**src/rtl/addr_alu_pkg.sv**
```systemverilog
package addr_alu_pkg;
  typedef enum logic {
    OP_DISP = 1'b0,
    OP_PAIR = 1'b1
  } alu_op_e;

  localparam int FLAG_W = 4;
  localparam int FL_Z = 3;
  localparam int FL_N = 2;
  localparam int FL_H = 1;
  localparam int FL_C = 0;

  localparam int PCI_W = 2;
  localparam logic [PCI_W-1:0] PCI_DISP = 2'd2;
  localparam logic [PCI_W-1:0] PCI_PAIR = 2'd1;
endpackage

```
**src/rtl/disp_adder.sv**
```systemverilog
module disp_adder #(
  parameter int DATA_W = 16,
  parameter int OFS_W  = 8,
  parameter int NIB_W  = 4
) (
  input  logic [DATA_W-1:0]                base_i,
  input  logic [OFS_W-1:0]                 ofs_i,
  output logic [DATA_W-1:0]                sum_o,
  output logic [addr_alu_pkg::FLAG_W-1:0]  flags_o
);
  import addr_alu_pkg::*;
  localparam int EXT_W = DATA_W - OFS_W;

  function automatic logic [DATA_W-1:0] f_disp_sum(
      input logic [DATA_W-1:0] b, input logic [OFS_W-1:0] o);
    logic [DATA_W-1:0] ext;
    ext = {{EXT_W{o[OFS_W-1]}}, o};
    return b + ext;
  endfunction

  function automatic logic f_low_carry(
      input logic [OFS_W-1:0] x, input logic [OFS_W-1:0] y);
    logic [OFS_W:0] s;
    s = {1'b0, x} + {1'b0, y};
    return s[OFS_W];
  endfunction

  function automatic logic f_nib_carry(
      input logic [NIB_W-1:0] x, input logic [NIB_W-1:0] y);
    logic [NIB_W:0] s;
    s = {1'b0, x} + {1'b0, y};
    return s[NIB_W];
  endfunction

  logic byte_cy;
  logic nib_cy;

  always_comb begin
    sum_o   = f_disp_sum(base_i, ofs_i);
    byte_cy = f_low_carry(base_i[OFS_W-1:0], ofs_i);
    nib_cy  = f_nib_carry(base_i[NIB_W-1:0], ofs_i[NIB_W-1:0]);
    flags_o       = '0;
    flags_o[FL_H] = nib_cy;
    flags_o[FL_C] = byte_cy;
  end
endmodule

```
**src/rtl/pair_adder.sv**
```systemverilog
module pair_adder #(
  parameter int DATA_W = 16,
  parameter int HC_W   = 12
) (
  input  logic [DATA_W-1:0]                a_i,
  input  logic [DATA_W-1:0]                b_i,
  input  logic                             z_i,
  output logic [DATA_W-1:0]                sum_o,
  output logic [addr_alu_pkg::FLAG_W-1:0]  flags_o
);
  import addr_alu_pkg::*;

  function automatic logic [DATA_W:0] f_wide_sum(
      input logic [DATA_W-1:0] x, input logic [DATA_W-1:0] y);
    return {1'b0, x} + {1'b0, y};
  endfunction

  function automatic logic f_field_carry(
      input logic [HC_W-1:0] x, input logic [HC_W-1:0] y);
    logic [HC_W:0] s;
    s = {1'b0, x} + {1'b0, y};
    return s[HC_W];
  endfunction

  logic [DATA_W:0] wide;
  logic            top_cy;
  logic            fld_cy;

  always_comb begin
    wide   = f_wide_sum(a_i, b_i);
    top_cy = wide[DATA_W];
    fld_cy = f_field_carry(a_i[HC_W-1:0], b_i[HC_W-1:0]);
    sum_o  = wide[DATA_W-1:0];
    flags_o       = '0;
    flags_o[FL_Z] = z_i;
    flags_o[FL_H] = fld_cy;
    flags_o[FL_C] = top_cy;
  end
endmodule

```
**src/rtl/alu_out_reg.sv**
```systemverilog
module alu_out_reg #(
  parameter int DATA_W = 16
) (
  input  logic                             clk,
  input  logic                             rst,
  input  logic                             load_i,
  input  logic [DATA_W-1:0]                sum_i,
  input  logic [addr_alu_pkg::FLAG_W-1:0]  flags_i,
  input  logic [addr_alu_pkg::PCI_W-1:0]   pci_i,
  output logic [DATA_W-1:0]                sum_q,
  output logic [addr_alu_pkg::FLAG_W-1:0]  flags_q,
  output logic [addr_alu_pkg::PCI_W-1:0]   pci_q,
  output logic                             done_q
);
  always_ff @(posedge clk) begin
    if (rst) begin
      sum_q   <= '0;
      flags_q <= '0;
      pci_q   <= '0;
      done_q  <= 1'b0;
    end else begin
      done_q <= load_i;
      if (load_i) begin
        sum_q   <= sum_i;
        flags_q <= flags_i;
        pci_q   <= pci_i;
      end
    end
  end

  a_r9_done_pulse: assert property (@(posedge clk) disable iff (rst)
    load_i |=> done_q);
  a_r9_no_done: assert property (@(posedge clk) disable iff (rst)
    !load_i |=> !done_q);
  a_r9_hold: assert property (@(posedge clk) disable iff (rst)
    !load_i |=> ($stable(sum_q) && $stable(flags_q) && $stable(pci_q)));
  a_r10_reset_clear: assert property (@(posedge clk)
    rst |=> (!done_q && sum_q == '0 && flags_q == '0 && pci_q == '0));
endmodule

```
**src/rtl/addr_flag_alu.sv**
```systemverilog
module addr_flag_alu #(
  parameter int DATA_W = 16,
  parameter int OFS_W  = 8
) (
  input  logic              clk,
  input  logic              rst,
  input  logic              start,
  input  logic              op_sel,
  input  logic [DATA_W-1:0] opnd_a,
  input  logic [DATA_W-1:0] opnd_b,
  input  logic              flag_z_in,
  output logic [DATA_W-1:0] result,
  output logic [3:0]        flags_out,
  output logic [1:0]        pc_inc,
  output logic              done
);
  import addr_alu_pkg::*;
  localparam int NIB_W = 4;
  localparam int HC_W  = DATA_W - NIB_W;

  logic [DATA_W-1:0] disp_sum, pair_sum, sel_sum;
  logic [FLAG_W-1:0] disp_fl, pair_fl, sel_fl;
  logic [PCI_W-1:0]  sel_pci;
  alu_op_e           op;

  assign op = alu_op_e'(op_sel);

  disp_adder #(.DATA_W(DATA_W), .OFS_W(OFS_W), .NIB_W(NIB_W)) u_disp (
    .base_i (opnd_a),
    .ofs_i  (opnd_b[OFS_W-1:0]),
    .sum_o  (disp_sum),
    .flags_o(disp_fl)
  );

  pair_adder #(.DATA_W(DATA_W), .HC_W(HC_W)) u_pair (
    .a_i    (opnd_a),
    .b_i    (opnd_b),
    .z_i    (flag_z_in),
    .sum_o  (pair_sum),
    .flags_o(pair_fl)
  );

  always_comb begin
    if (op == OP_PAIR) begin
      sel_sum = pair_sum;
      sel_fl  = pair_fl;
      sel_pci = PCI_PAIR;
    end else begin
      sel_sum = disp_sum;
      sel_fl  = disp_fl;
      sel_pci = PCI_DISP;
    end
  end

  alu_out_reg #(.DATA_W(DATA_W)) u_out (
    .clk    (clk),
    .rst    (rst),
    .load_i (start),
    .sum_i  (sel_sum),
    .flags_i(sel_fl),
    .pci_i  (sel_pci),
    .sum_q  (result),
    .flags_q(flags_out),
    .pci_q  (pc_inc),
    .done_q (done)
  );

  a_r2_disp_zn_clear: assert property (@(posedge clk) disable iff (rst)
    (start && op_sel == 1'b0) |=> (flags_out[FL_Z] == 1'b0 && flags_out[FL_N] == 1'b0));
  a_r7_pair_zero_kept: assert property (@(posedge clk) disable iff (rst)
    (start && op_sel == 1'b1) |=> (flags_out[FL_Z] == $past(flag_z_in) && !flags_out[FL_N]));
  a_r8_len_disp: assert property (@(posedge clk) disable iff (rst)
    (start && op_sel == 1'b0) |=> (pc_inc == 2'd2));
  a_r8_len_pair: assert property (@(posedge clk) disable iff (rst)
    (start && op_sel == 1'b1) |=> (pc_inc == 2'd1));
  a_r3_disp_carry: assert property (@(posedge clk) disable iff (rst)
    (start && op_sel == 1'b0 && opnd_a[OFS_W-1:0] == '0) |=> !flags_out[FL_C]);
  a_r6_pair_carry: assert property (@(posedge clk) disable iff (rst)
    (start && op_sel == 1'b1 && !opnd_a[DATA_W-1] && !opnd_b[DATA_W-1]) |=> !flags_out[FL_C]);
endmodule

```
**config.mk**
```make
export PLATFORM = sky130hd
export DESIGN_NAME = addr_flag_alu
export DESIGN_NICKNAME = d
export VERILOG_FILES = /design/src/rtl/addr_alu_pkg.sv /design/src/rtl/disp_adder.sv /design/src/rtl/pair_adder.sv /design/src/rtl/alu_out_reg.sv /design/src/rtl/addr_flag_alu.sv
export SDC_FILE = /design/constraint.sdc
export NUM_CORES = 1
export LEC_CHECK = 0
export ABC_AREA = 1
export BUFFER_PORTS_ARGS = -buffer_cell sky130_fd_sc_hd__buf_4
export CAP_MARGIN = 20
export CORE_MARGIN = 5
export CORE_UTILIZATION = 29
export CTS_CLUSTER_SIZE = 30
export DETAILED_ROUTE_END_ITERATION = 8
export GPL_TIMING_DRIVEN = 0
export SKIP_CTS_REPAIR_TIMING = 1
export SLEW_MARGIN = 20
export SYNTH_ARGS = -nofsm -noshare
export SYNTH_HDL_FRONTEND = slang
export SYNTH_HIERARCHICAL = 1
export SYNTH_SLANG_ARGS = --single-unit
export TNS_END_PERCENT = 30
```
**constraint.sdc**
```tcl
create_clock -name clk -period 2.3 [get_ports clk]
set_input_delay 0.115 -clock clk [delete_from_list [all_inputs] [get_ports clk]]
set_output_delay 0.115 -clock clk [all_outputs]
set_load 0.005 [all_outputs]
```
==> run metrics <==
Final nets 713; pre-CTS setup slack 287 ps; CP Class in2reg; FP Rows 39; CTS tree done; number of global-route vias before repair 3,063; detail-routed via count per cell 4.14; Final period util 76.2%; top_reg_cell synth dfxtp_1; initial antenna violation count 0; final instance area 4040 sq um; Synth area leader nand2_1; Worst-path clk slew 60 ps; Die W 117 microns; drt drc 0; Detail Placement HPWL 7110 microns; first-pass GRT wire length 13,900 microns; post-synthesis sequential area ratio 13.7%; post-synth top area share 25.5%; Final WS setup 547 ps; Num CTS Buffers 3; Power per Cell Area 423 nW/um^2; Ant. Diodes 0; crit start category primary input; Setup crit end kind register; final WL 8110 microns; PortBufs 57; top cells by area, synth nand2_1 (26%), dfxtp_1 (14%), ha_1 (12%); CP Max Fanout 3; max-slew violations 0; Synth warnings 6; Top Ports 60; most frequent cells in the layout nand2_1 (228), inv_1 (101), nor2_1 (65); Worst Path Required 2450 ps; Pre-Repair DR Iteration Count 4; Synth Area per Inst 5.78 sq um; H-Tree Depth 1; Clock Sinks 23; largest net degree at the start of global routing 13; initial core utilization 29.5%; outcome finished clean; clock latency on the worst-skew pair 250 ps; Antenna Nets Post-Route 0; WL/cell 10.3 microns; Syn Inst Count 580; mapped cell area 3350 sq um; CTS Root Cell clkbuf_16; peak supply drop 0.341 mV; Synth Register Bits 23; Max Freq 0.570 GHz; DRT iter0 DRCs 162; Max Root-Sink Buffers 2; number of enable flip-flop cells after synthesis 0; Hold Path Class in2reg; Final GP Congestion 0.867; Final Hold Fails 0; global router's overall resource usage 11.8%; die area 13,800 sq um; Post-Route Utilization 35.5%; grt ovf 0; WP data arrival 1900 ps; ys async rst share 0%; Area Growth Syn to Fin 20.6%; RSZ-0062 raised after global routing false; Max Cap Viol 0; Placement Cell Area 3960 sq um; die height 117 microns; DR vias 3,251; Hold WS 26.8 ps; Setup TNS 0 ps; Setup Viol. Count Final 0; final worst path period need 1750 ps; commonest non-fill, non-tap cell in the layout nand2_1; Leakage 2.52 nW; ratio of cells with drive above 1 in the final layout 20.7%; Worst Skew 0 ps; library cells used by synthesis 29; core area 11,400 sq um
==> per-stage QoR <==
stage	std cells	power, W
after floorplan	581	0.00110
after global placement	781	0.00136
after detailed placement	781	0.00136
after CTS	785	0.00174
after global routing	785	0.00187
final	785	0.00171
==> Yosys cell counts (3+ instances only) <==
cell / n
a21oi_1: 13
buf_2: 3
buf_4: 5
buf_6: 5
dfxtp_1: 23
ha_1: 31
inv_1: 101
inv_2: 5
nand2_1: 228
nand2_2: 25
nand2_4: 19
nand3_1: 20
nor2_1: 65
nor3_2: 4
xor2_1: 13
==> registers in the layout, summed over array words and instances, names as in the netlist <==
| register | cells |
|---|---|
| u_out/sum_q | 16 |
| u_out/flags_q | 4 |
| u_out/pci_q | 2 |
| u_out/done_q | 1 |
==> area by class of cell <==
class / instances / area [sq um]
multi-input cells: 437 / 2350
plain buffers: 15 / 149
well taps: 143 / 179
repair buffers: 57 / 428
inverters: 106 / 398
flip-flops and latches: 23 / 460
fillers: 1304 / 7330
clock buffers: 4 / 78.8
==> cell families (layout without fill, tap and decap cells) <==
family	after synthesis	after routing	synth area share [%]
xor gates and xnor gates	15	15	4.15
AOI/OAI and AO/OA	16	16	2.91
DFF	23	23	13.7
buffers and inverters	121	182	16.3
adders and majority gates	33	33	12.8
other	2	3	0.224
and+or+nand+nor	370	370	49.9
==> power by group <==
| group | switching [W] | total (W) | internal [W] |
|---|---|---|---|
| registers | 0.0000182 | 0.000452 | 0.000433 |
| logic | 0.000523 | 0.000891 | 0.000368 |
| clock network | 0.000131 | 0.000367 | 0.000236 |
==> critical path, stage by stage <==
cell     delay [ps]
buf_4           110
ha_1            220
fa_1            410
nand2_1         140
nand3_1          90
nand3_1          80
nand2_1         110
nand2_1         110
nand2_1          60
nand2_1          60
nand2_1         100
nand2_4          90
nand2_2          40
inv_1            40
nand2_1          40
nand2_1          50
nor2_1           40
==> path summary, 6_finish.rpt <==
| path | from | to | slack (ps) | depth (start not counted) |
|---|---|---|---|---|
| max reg2reg | u_out/sum_q[5] | u_out/sum_q[5] | 1720 | 2 |
| min | rst | u_out/done_q | 30 | 2 |
| min reg2reg | u_out/flags_q[2] | u_out/flags_q[2] | 470 | 2 |
| max | opnd_a[0] | u_out/sum_q[14] | 550 | 17 |
==> layer usage <==
layer / vias to the layer above / share of wire, % / wire (microns) / GRT usage (%)
met1: 1357 / 52 / 4210 / 16.1
met3: 2 / 3.3 / 269 / 2.02
met4: 0 / 0.36 / 29 / 1.36
li1: 1840 / - / - / -
met5: - / 0 / 0 / 0
met2: 52 / 44 / 3600 / 20.2
No activity file was read; power rests on OpenSTA's default activity.
